$ cat src/rtl/bmdma_pkg.sv
package bmdma_pkg;

   typedef enum logic [1:0] {
      XFER_BYTE  = 2'd0,
      XFER_WORD  = 2'd1,
      XFER_DWORD = 2'd2
   } xfer_size_e;

   localparam int CMD_RUN = 0;
   localparam int CMD_DIR = 3;

   localparam int STS_ACT = 0;
   localparam int STS_ERR = 1;
   localparam int STS_IRQ = 2;
   localparam int STS_PLAIN_LO = 3;

   localparam logic [2:0] OFF_CMD   = 3'd0;
   localparam logic [2:0] OFF_AUX0  = 3'd1;
   localparam logic [2:0] OFF_STS   = 3'd2;
   localparam logic [2:0] OFF_AUX1  = 3'd3;
   localparam logic [2:0] OFF_PTR   = 3'd4;

   localparam int CH_SPAN_LOG2 = 3;
   localparam int VIEW_W       = 64;

   typedef struct packed {
      logic        cmd_we;
      logic        sts_we;
      logic        ptr_we;
      logic [1:0]  aux_we;
      logic [31:0] data;
   } chan_wr_t;

endpackage

$ cat src/rtl/bmdma_wr_decode.sv
module bmdma_wr_decode
   import bmdma_pkg::*;
#(
   parameter int NUM_CH = 2,
   parameter int ADDR_W = 4
) (
   input  logic                    wr_en,
   input  logic [ADDR_W-1:0]       wr_addr,
   input  logic [1:0]              wr_size,
   input  logic [31:0]             wr_data,
   output chan_wr_t [NUM_CH-1:0]   wr_o
);

   localparam int SEL_W = (NUM_CH > 1) ? $clog2(NUM_CH) : 1;

   logic [SEL_W-1:0] ch_sel;
   logic [2:0]       off;
   xfer_size_e       size;

   assign off  = wr_addr[2:0];
   assign size = xfer_size_e'(wr_size);

   generate
      if (NUM_CH > 1) begin : g_multi
         assign ch_sel = wr_addr[ADDR_W-1:CH_SPAN_LOG2];
      end else begin : g_single
         assign ch_sel = 1'b0;
      end
   endgenerate

   always_comb begin
      for (int c = 0; c < NUM_CH; c++) begin
         wr_o[c]      = '0;
         wr_o[c].data = wr_data;
         if (wr_en && (ch_sel == SEL_W'(c))) begin
            unique case (size)
               XFER_BYTE: begin
                  unique case (off)
                     OFF_CMD:  wr_o[c].cmd_we    = 1'b1;
                     OFF_AUX0: wr_o[c].aux_we[0] = 1'b1;
                     OFF_STS:  wr_o[c].sts_we    = 1'b1;
                     OFF_AUX1: wr_o[c].aux_we[1] = 1'b1;
                     default:  ;
                  endcase
               end
               XFER_DWORD: begin
                  if (off == OFF_PTR) wr_o[c].ptr_we = 1'b1;
               end
               default: ;
            endcase
         end
      end
   end

endmodule

$ cat src/rtl/bmdma_chan.sv
module bmdma_chan
   import bmdma_pkg::*;
#(
   parameter int         PTR_ALIGN = 2,
   parameter logic [7:0] STS_INIT  = 8'h60
) (
   input  logic                clk,
   input  logic                rst_n,
   input  chan_wr_t            wr,
   input  logic                done_i,
   input  logic                err_i,
   output logic                start_o,
   output logic [31:0]         start_ptr_o,
   output logic                abort_o,
   output logic                irq_o,
   output logic [VIEW_W-1:0]   view_o,
   output logic                run_o,
   output logic                dir_o,
   output logic                act_o,
   output logic                err_o
);

   localparam logic [31:0] ALIGN_MASK = (32'd1 << PTR_ALIGN) - 32'd1;

   logic [7:0]  cmd_q, sts_q, aux0_q, aux1_q;
   logic [31:0] ptr_q;
   logic [7:0]  cmd_d, sts_d, cmd_wv;
   logic [31:0] ptr_d;
   logic        go, halt;

   always_comb begin
      cmd_wv = wr.data[7:0];
      if (cmd_q[CMD_RUN]) cmd_wv[CMD_DIR] = cmd_q[CMD_DIR];

      go   = wr.cmd_we & ~cmd_q[CMD_RUN] &  cmd_wv[CMD_RUN];
      halt = wr.cmd_we &  cmd_q[CMD_RUN] & ~cmd_wv[CMD_RUN];

      cmd_d = wr.cmd_we ? cmd_wv : cmd_q;
      if (done_i) cmd_d[CMD_RUN] = 1'b0;

      sts_d = sts_q;
      if (wr.sts_we) begin
         sts_d[7:STS_PLAIN_LO] = wr.data[7:STS_PLAIN_LO];
         sts_d[STS_ERR] = sts_q[STS_ERR] & ~wr.data[STS_ERR];
         sts_d[STS_IRQ] = sts_q[STS_IRQ] & ~wr.data[STS_IRQ];
      end
      if (go)   sts_d[STS_ACT] = 1'b1;
      if (halt) sts_d[STS_ACT] = 1'b0;
      if (err_i) sts_d[STS_ERR] = 1'b1;
      if (done_i) begin
         sts_d[STS_ACT] = 1'b0;
         sts_d[STS_IRQ] = 1'b1;
      end

      ptr_d = wr.ptr_we ? (wr.data & ~ALIGN_MASK) : ptr_q;
   end

   always_ff @(posedge clk) begin
      if (!rst_n) begin
         cmd_q       <= '0;
         sts_q       <= STS_INIT;
         aux0_q      <= '0;
         aux1_q      <= '0;
         ptr_q       <= '0;
         start_o     <= 1'b0;
         abort_o     <= 1'b0;
         start_ptr_o <= '0;
      end else begin
         cmd_q   <= cmd_d;
         sts_q   <= sts_d;
         ptr_q   <= ptr_d;
         start_o <= go;
         abort_o <= halt;
         if (wr.aux_we[0]) aux0_q <= wr.data[7:0];
         if (wr.aux_we[1]) aux1_q <= wr.data[7:0];
         if (go) start_ptr_o <= ptr_q;
      end
   end

   assign irq_o  = sts_q[STS_IRQ];
   assign view_o = {ptr_q, aux1_q, sts_q, aux0_q, cmd_q};
   assign run_o  = cmd_q[CMD_RUN];
   assign dir_o  = cmd_q[CMD_DIR];
   assign act_o  = sts_q[STS_ACT];
   assign err_o  = sts_q[STS_ERR];

endmodule

$ cat src/rtl/bmdma_rd_mux.sv
module bmdma_rd_mux
   import bmdma_pkg::*;
#(
   parameter int NUM_CH = 2,
   parameter int ADDR_W = 4
) (
   input  logic [NUM_CH*VIEW_W-1:0] view_i,
   input  logic                     rd_en,
   input  logic [ADDR_W-1:0]        rd_addr,
   output logic [31:0]              sel_o
);

   localparam int IDX_W  = ADDR_W - 2;
   localparam int N_WORD = NUM_CH * 2;

   logic [IDX_W-1:0] idx;
   assign idx = rd_addr[ADDR_W-1:2];

   always_comb begin
      sel_o = '0;
      for (int w = 0; w < N_WORD; w++) begin
         if (rd_en && (idx == IDX_W'(w))) sel_o = view_i[w*32 +: 32];
      end
   end

   logic unused_lsb;
   assign unused_lsb = ^rd_addr[1:0];

endmodule

$ cat src/rtl/bmdma_regs.sv
module bmdma_regs
   import bmdma_pkg::*;
#(
   parameter int         NUM_CH    = 2,
   parameter int         PTR_ALIGN = 2,
   parameter logic [1:0] CAP_INIT  = 2'b11,
   parameter bit         RD_REG    = 1'b0,
   localparam int        ADDR_W    = CH_SPAN_LOG2 + $clog2(NUM_CH)
) (
   input  logic                   clk,
   input  logic                   rst_n,
   input  logic                   wr_en,
   input  logic [ADDR_W-1:0]      wr_addr,
   input  logic [1:0]             wr_size,
   input  logic [31:0]            wr_data,
   input  logic                   rd_en,
   input  logic [ADDR_W-1:0]      rd_addr,
   output logic [31:0]            rd_data,
   input  logic [NUM_CH-1:0]      dma_done_i,
   input  logic [NUM_CH-1:0]      dma_err_i,
   output logic [NUM_CH-1:0]      dma_start_o,
   output logic [NUM_CH*32-1:0]   dma_start_ptr_o,
   output logic [NUM_CH-1:0]      dma_abort_o,
   output logic [NUM_CH-1:0]      irq_o
);

   localparam logic [7:0] STS_INIT = {1'b0, CAP_INIT, 5'b0};

   generate
      if (NUM_CH < 1 || NUM_CH > 4) begin : g_bad_ch
         $error("bmdma_regs: NUM_CH must lie in 1..4");
      end
      if (PTR_ALIGN < 0 || PTR_ALIGN > 8) begin : g_bad_align
         $error("bmdma_regs: PTR_ALIGN must lie in 0..8");
      end
   endgenerate

   chan_wr_t [NUM_CH-1:0]    wr_vec;
   logic [NUM_CH*VIEW_W-1:0] view_all;
   logic [NUM_CH-1:0]        run_vec, dir_vec, act_vec, err_vec;
   logic [31:0]              rd_sel;

   bmdma_wr_decode #(.NUM_CH(NUM_CH), .ADDR_W(ADDR_W)) u_dec (
      .wr_en   (wr_en),
      .wr_addr (wr_addr),
      .wr_size (wr_size),
      .wr_data (wr_data),
      .wr_o    (wr_vec)
   );

   for (genvar c = 0; c < NUM_CH; c++) begin : g_ch
      bmdma_chan #(.PTR_ALIGN(PTR_ALIGN), .STS_INIT(STS_INIT)) u_chan (
         .clk         (clk),
         .rst_n       (rst_n),
         .wr          (wr_vec[c]),
         .done_i      (dma_done_i[c]),
         .err_i       (dma_err_i[c]),
         .start_o     (dma_start_o[c]),
         .start_ptr_o (dma_start_ptr_o[c*32 +: 32]),
         .abort_o     (dma_abort_o[c]),
         .irq_o       (irq_o[c]),
         .view_o      (view_all[c*VIEW_W +: VIEW_W]),
         .run_o       (run_vec[c]),
         .dir_o       (dir_vec[c]),
         .act_o       (act_vec[c]),
         .err_o       (err_vec[c])
      );
   end

   bmdma_rd_mux #(.NUM_CH(NUM_CH), .ADDR_W(ADDR_W)) u_rd (
      .view_i  (view_all),
      .rd_en   (rd_en),
      .rd_addr (rd_addr),
      .sel_o   (rd_sel)
   );

   generate
      if (RD_REG) begin : g_rd_flop
         logic [31:0] rd_q;
         always_ff @(posedge clk) begin
            if (!rst_n)     rd_q <= '0;
            else if (rd_en) rd_q <= rd_sel;
         end
         assign rd_data = rd_q;
      end else begin : g_rd_comb
         assign rd_data = rd_sel;
      end
   endgenerate

endmodule

$ cat config.mk
export PLATFORM = sky130hd
export DESIGN_NAME = bmdma_regs
export DESIGN_NICKNAME = d
export VERILOG_FILES = /design/src/rtl/bmdma_pkg.sv /design/src/rtl/bmdma_wr_decode.sv /design/src/rtl/bmdma_chan.sv /design/src/rtl/bmdma_rd_mux.sv /design/src/rtl/bmdma_regs.sv
export SDC_FILE = /design/constraint.sdc
export NUM_CORES = 1
export LEC_CHECK = 0
export ABC_CLOCK_PERIOD_IN_PS = 2500
export BUFFER_PORTS_ARGS = -buffer_cell sky130_fd_sc_hd__buf_2
export CAP_MARGIN = 10
export CORE_MARGIN = 3
export CORE_UTILIZATION = 30
export CTS_BUF_LIST = sky130_fd_sc_hd__clkbuf_4 sky130_fd_sc_hd__clkbuf_8
export CTS_CLUSTER_SIZE = 10
export DETAILED_ROUTE_END_ITERATION = 7
export PLACE_DENSITY = 0.51
export SYNTH_ARGS = -nofsm -noshare
export SYNTH_HDL_FRONTEND = slang
export SYNTH_SLANG_ARGS = --single-unit
$ cat constraint.sdc
create_clock -name clk -period 2.5 [get_ports clk]
set_clock_uncertainty 0.1 [all_clocks]
set_input_delay 0.25 -clock clk [delete_from_list [all_inputs] [get_ports clk]]
set_output_delay 0.25 -clock clk [all_outputs]
set_load 0.03 [all_outputs]
==> summary.md <==
| Metric | Value |
|---|---|
| H-tree lvl count | `4` |
| Die H | `about 170 µm` |
| Initial Utilization | `approximately 31%` |
| Die area | `between 0.02 and 0.03 mm²` |
| CTS Buffer Depth | `2` |
| Worst slew pin tran | `around 640 ps` |
| Detailed placer's ending HPWL | `roughly 16000 µm` |
| Iteration-0 DRC Markers | `around 410` |
| # DRC | `0` |
| TNS Setup | `0 ps` |
| Final hold vios | `0` |
| Synth Warn # | `0` |
| Setup crit start kind | `flop` |
| Vias in the first global route | `approximately 6100` |
| Post-synth ARST share | `0%` |
| TritonRoute pass-1 iters | `4` |
| EDFF count, synth | `0` |
| Status | `complete, no violations` |
| Post CTS Setup Buffer Count | `0` |
| Leakage | `4.79 nW` |
| Post-route ant nets | `0` |
| Hold Path Depth | `3` |
| TritonCTS clock tree | `built` |
| # setup viols final | `0` |
| CP max-delay cell | `mux4_2` |
| Top-Level Pins | `between 150 and 200` |
| Met2 usage | `25.9%` |
| Critical Path RT | `about 2200 ps` |
| Final cell count without fillers | `1289` |
| HP Class | `in2reg` |
| R2r startpoint | `g_ch[1].u_chan.cmd_q[0]` |
| Root Driver | `clkbuf_8` |
| Worst hold margin | `46.7 ps` |
| WHS Endpoint | `g_ch[1].u_chan.cmd_q[1]` |
| RSZ-0062 raised after global routing | `no` |
| # placed instances | `approximately 1200` |
| CP Cell Sequence | `mux4_2, and2_1, buf_2` |
| Crit-path max FO | `3` |
| Buffers on Ports | `145` |
| Pwr dens | `around 560 mW/mm²` |
| Worst r2r dst | `g_ch[1].u_chan.start_ptr_o[22]` |
| Wire length of the first global-routing pass | `36100 µm` |
| Register area share after synthesis | `a little under half` |
| Met1 Use GR | `between 20% and 30%` |
| Largest net degree at the start of global routing | `90` |
| FF-to-FF setup slack | `about 1000 ps` |
| Final Critical Period | `1970 ps` |
| Via count | `6114` |
| Area of the multi-input gates | `roughly 0.004 mm²` |
| Total CTS buffers | `17` |
| Core area | `approximately 0.026 mm²` |
| Rel. slew slack | `a little under three fifths` |
| Drt via density | `4.74` |
| Synth Area per Inst | `slightly above 10 µm²` |
| WL final | `about 23000 µm` |
| Final net count | `between 900 and 1000` |
| Hold Startpoint | `wr_data[1]` |
| Register Area | `0.00376 mm²` |
| Max Clk Rate | `around 510 MHz` |
| Gr ovfl total | `0` |
| Crit end category | `output port` |
| Global routing usage summed across all routing layers | `approximately 16%` |
| Flops & latches, synth | `around 190` |
| Tcrit/Tclk final | `approximately four fifths` |
| Post-Route Utilization | `37.4%` |
| Count of clock tree sinks | `about 190` |
| Fill cell count | `about 2700` |
| Clk Latency, worst-skew pair | `roughly 450 ps` |
| Worst Path Arrival | `approximately 1600 ps` |
| Unique cell type count in the Yosys netlist | `35` |
| Std-Cell Rows | `59` |
| CTS resizes | `0` |
| Post-synth top flop | `dfxtp_1` |
| Worst Setup Path Type | `reg2out` |
| VDD IR max | `about 0.26 mV` |
| Worst reg2reg path depth | `4` |
| Met3 Usage GRT | `3.45%` |
| Slew Limit Fails | `0` |
| Routed len/inst | `about 18 µm` |
| Layout area overhead | `22.3%` |
| Slowest stage delay, CP | `around 460 ps` |
| Share of cells above drive strength 1 | `roughly 25%` |
| Post-Syn Instances | `approximately 800` |
| Initial antenna violation count | `3` |
| Die width | `~170 µm` |
| Clk slew on worst S/H paths | `approximately 100 ps` |
| Final GP Congestion | `0.780` |
| Busiest layer in global routing | `met2` |
| Max-Cap Viols | `0` |
| Synth Cell Area | `roughly 0.0080 mm²` |
==> metal layers <==
metal  vias up  part of all wire [%]  wire (µm)
met3        15                   5.0       1160
met4         0                  0.91        208
met1      2957                    48      11100
li1       2998                     -          -
met5         -                     0          0
met2       144                    46      10500
==> placed cells by master (no fill, tap or decap), types with 3 or more instances in the layout <==
cell           netlist  layout
buf_12               0       3
nor3b_1              3       3
nor2_1               3       3
and2_1              30      30
buf_4               10      18
o21ai_0             22      22
nand2_1            195     195
a31oi_1              6       6
dlygate4sd3_1        0      33
nor2b_1              8       8
a21boi_0            12      12
clkbuf_8             0      19
diode_2              0       3
clkinv_2             0       3
nand3_1             19      18
dfxtp_1            188     188
mux2i_1            166     166
buf_2               25     144
mux4_2              30      30
nand4_1              6       6
conb_1               1       4
inv_1                6       6
==> synth_stat cells, drive strengths merged (4+ instances only) <==
library cell / n / area, µm²
buf: 35 / 200
dfxtp: 188 / 3760
a31oi: 6 / 37.5
inv: 6 / 22.5
nor2b: 8 / 50.1
nand4: 6 / 37.5
mux2i: 166 / 1660
mux4: 30 / 676
clkbuf: 33 / 125
a21boi: 12 / 90.1
o21ai: 22 / 110
nand2: 195 / 732
nand3: 19 / 95.1
nor3: 4 / 42.5
and2: 30 / 188
==> flip-flops by register name, summed over array words and instances (netlist names) <==
name	flops
g_ch.u_chan.aux1_q	16
g_ch.u_chan.start_o	2
g_ch.u_chan.abort_o	2
g_ch.u_chan.ptr_q	60
g_ch.u_chan.cmd_q	16
g_ch.u_chan.start_ptr_o	60
g_ch.u_chan.aux0_q	16
g_ch.u_chan.sts_q	16
==> area by class of cell <==
cell class	instances	share of cell area, %
multi-input combinational	526	40.1
sequential	188	38.4
timing repair buffer	199	12.8
tap	335	4.27
clock buffer	20	2.74
clock inverter	12	1.39
inverter	6	0.230
antenna	3	0.0766
==> logic make-up after synthesis <==
logic type             Yosys count  share of synthesized area, %
buffers and inverters           74                          4.34
other                            1                        0.0467
AO/OA/AOI/OAI                   42                          3.09
multiplexers                   196                          29.1
flip-flops                     188                          46.9
AND/OR/NAND/NOR                284                          16.5
==> metrics by stage <==
stage | total power [mW] | instance area [µm²] | worst slack [ps]
2_1_floorplan | 3.29 | 8030 | 605
6_report | 5.49 | 9810 | 526
3_3_place_gp | 3.43 | 9060 | 521
5_1_grt | 5.75 | 9810 | 429
4_1_cts | 5.58 | 9800 | 474
3_5_place_dp | 3.42 | 9060 | 525
==> critical path: cells and delay by family (launching register included) <==
family        cells  cell delay [ps]
mux               1              460
buf+inv           1              180
flops             1              370
simple gates      1              170
==> repair_timing <==
action                                  CTS  global route
endpoints found under the setup margin    0             0
endpoints found under the hold margin    60             0
hold buffers                             33             0
==> worst max path at each step <==
stage                             startpoint           to  slack (ps)  depth (start not counted)
global route         g_ch[1].u_chan.sts_q[0]  rd_data[16]         430                          3
detailed placement                rd_addr[2]   rd_data[5]         520                          5
finish               g_ch[1].u_chan.sts_q[0]  rd_data[16]         530                          3
floorplan                         rd_addr[3]  rd_data[10]         600                          4
CTS                 g_ch[1].u_chan.ptr_q[15]  rd_data[15]         470                          3
global placement                  rd_addr[2]   rd_data[5]         520                          5
==> power by group <==
group / internal [mW] / total (mW) / switching (mW)
registers: 3.00 / 3.01 / 0.00760
logic: 0.144 / 0.378 / 0.234
clock network: 0.966 / 2.10 / 1.13
Note: power is estimated with default switching activity, not from simulation.
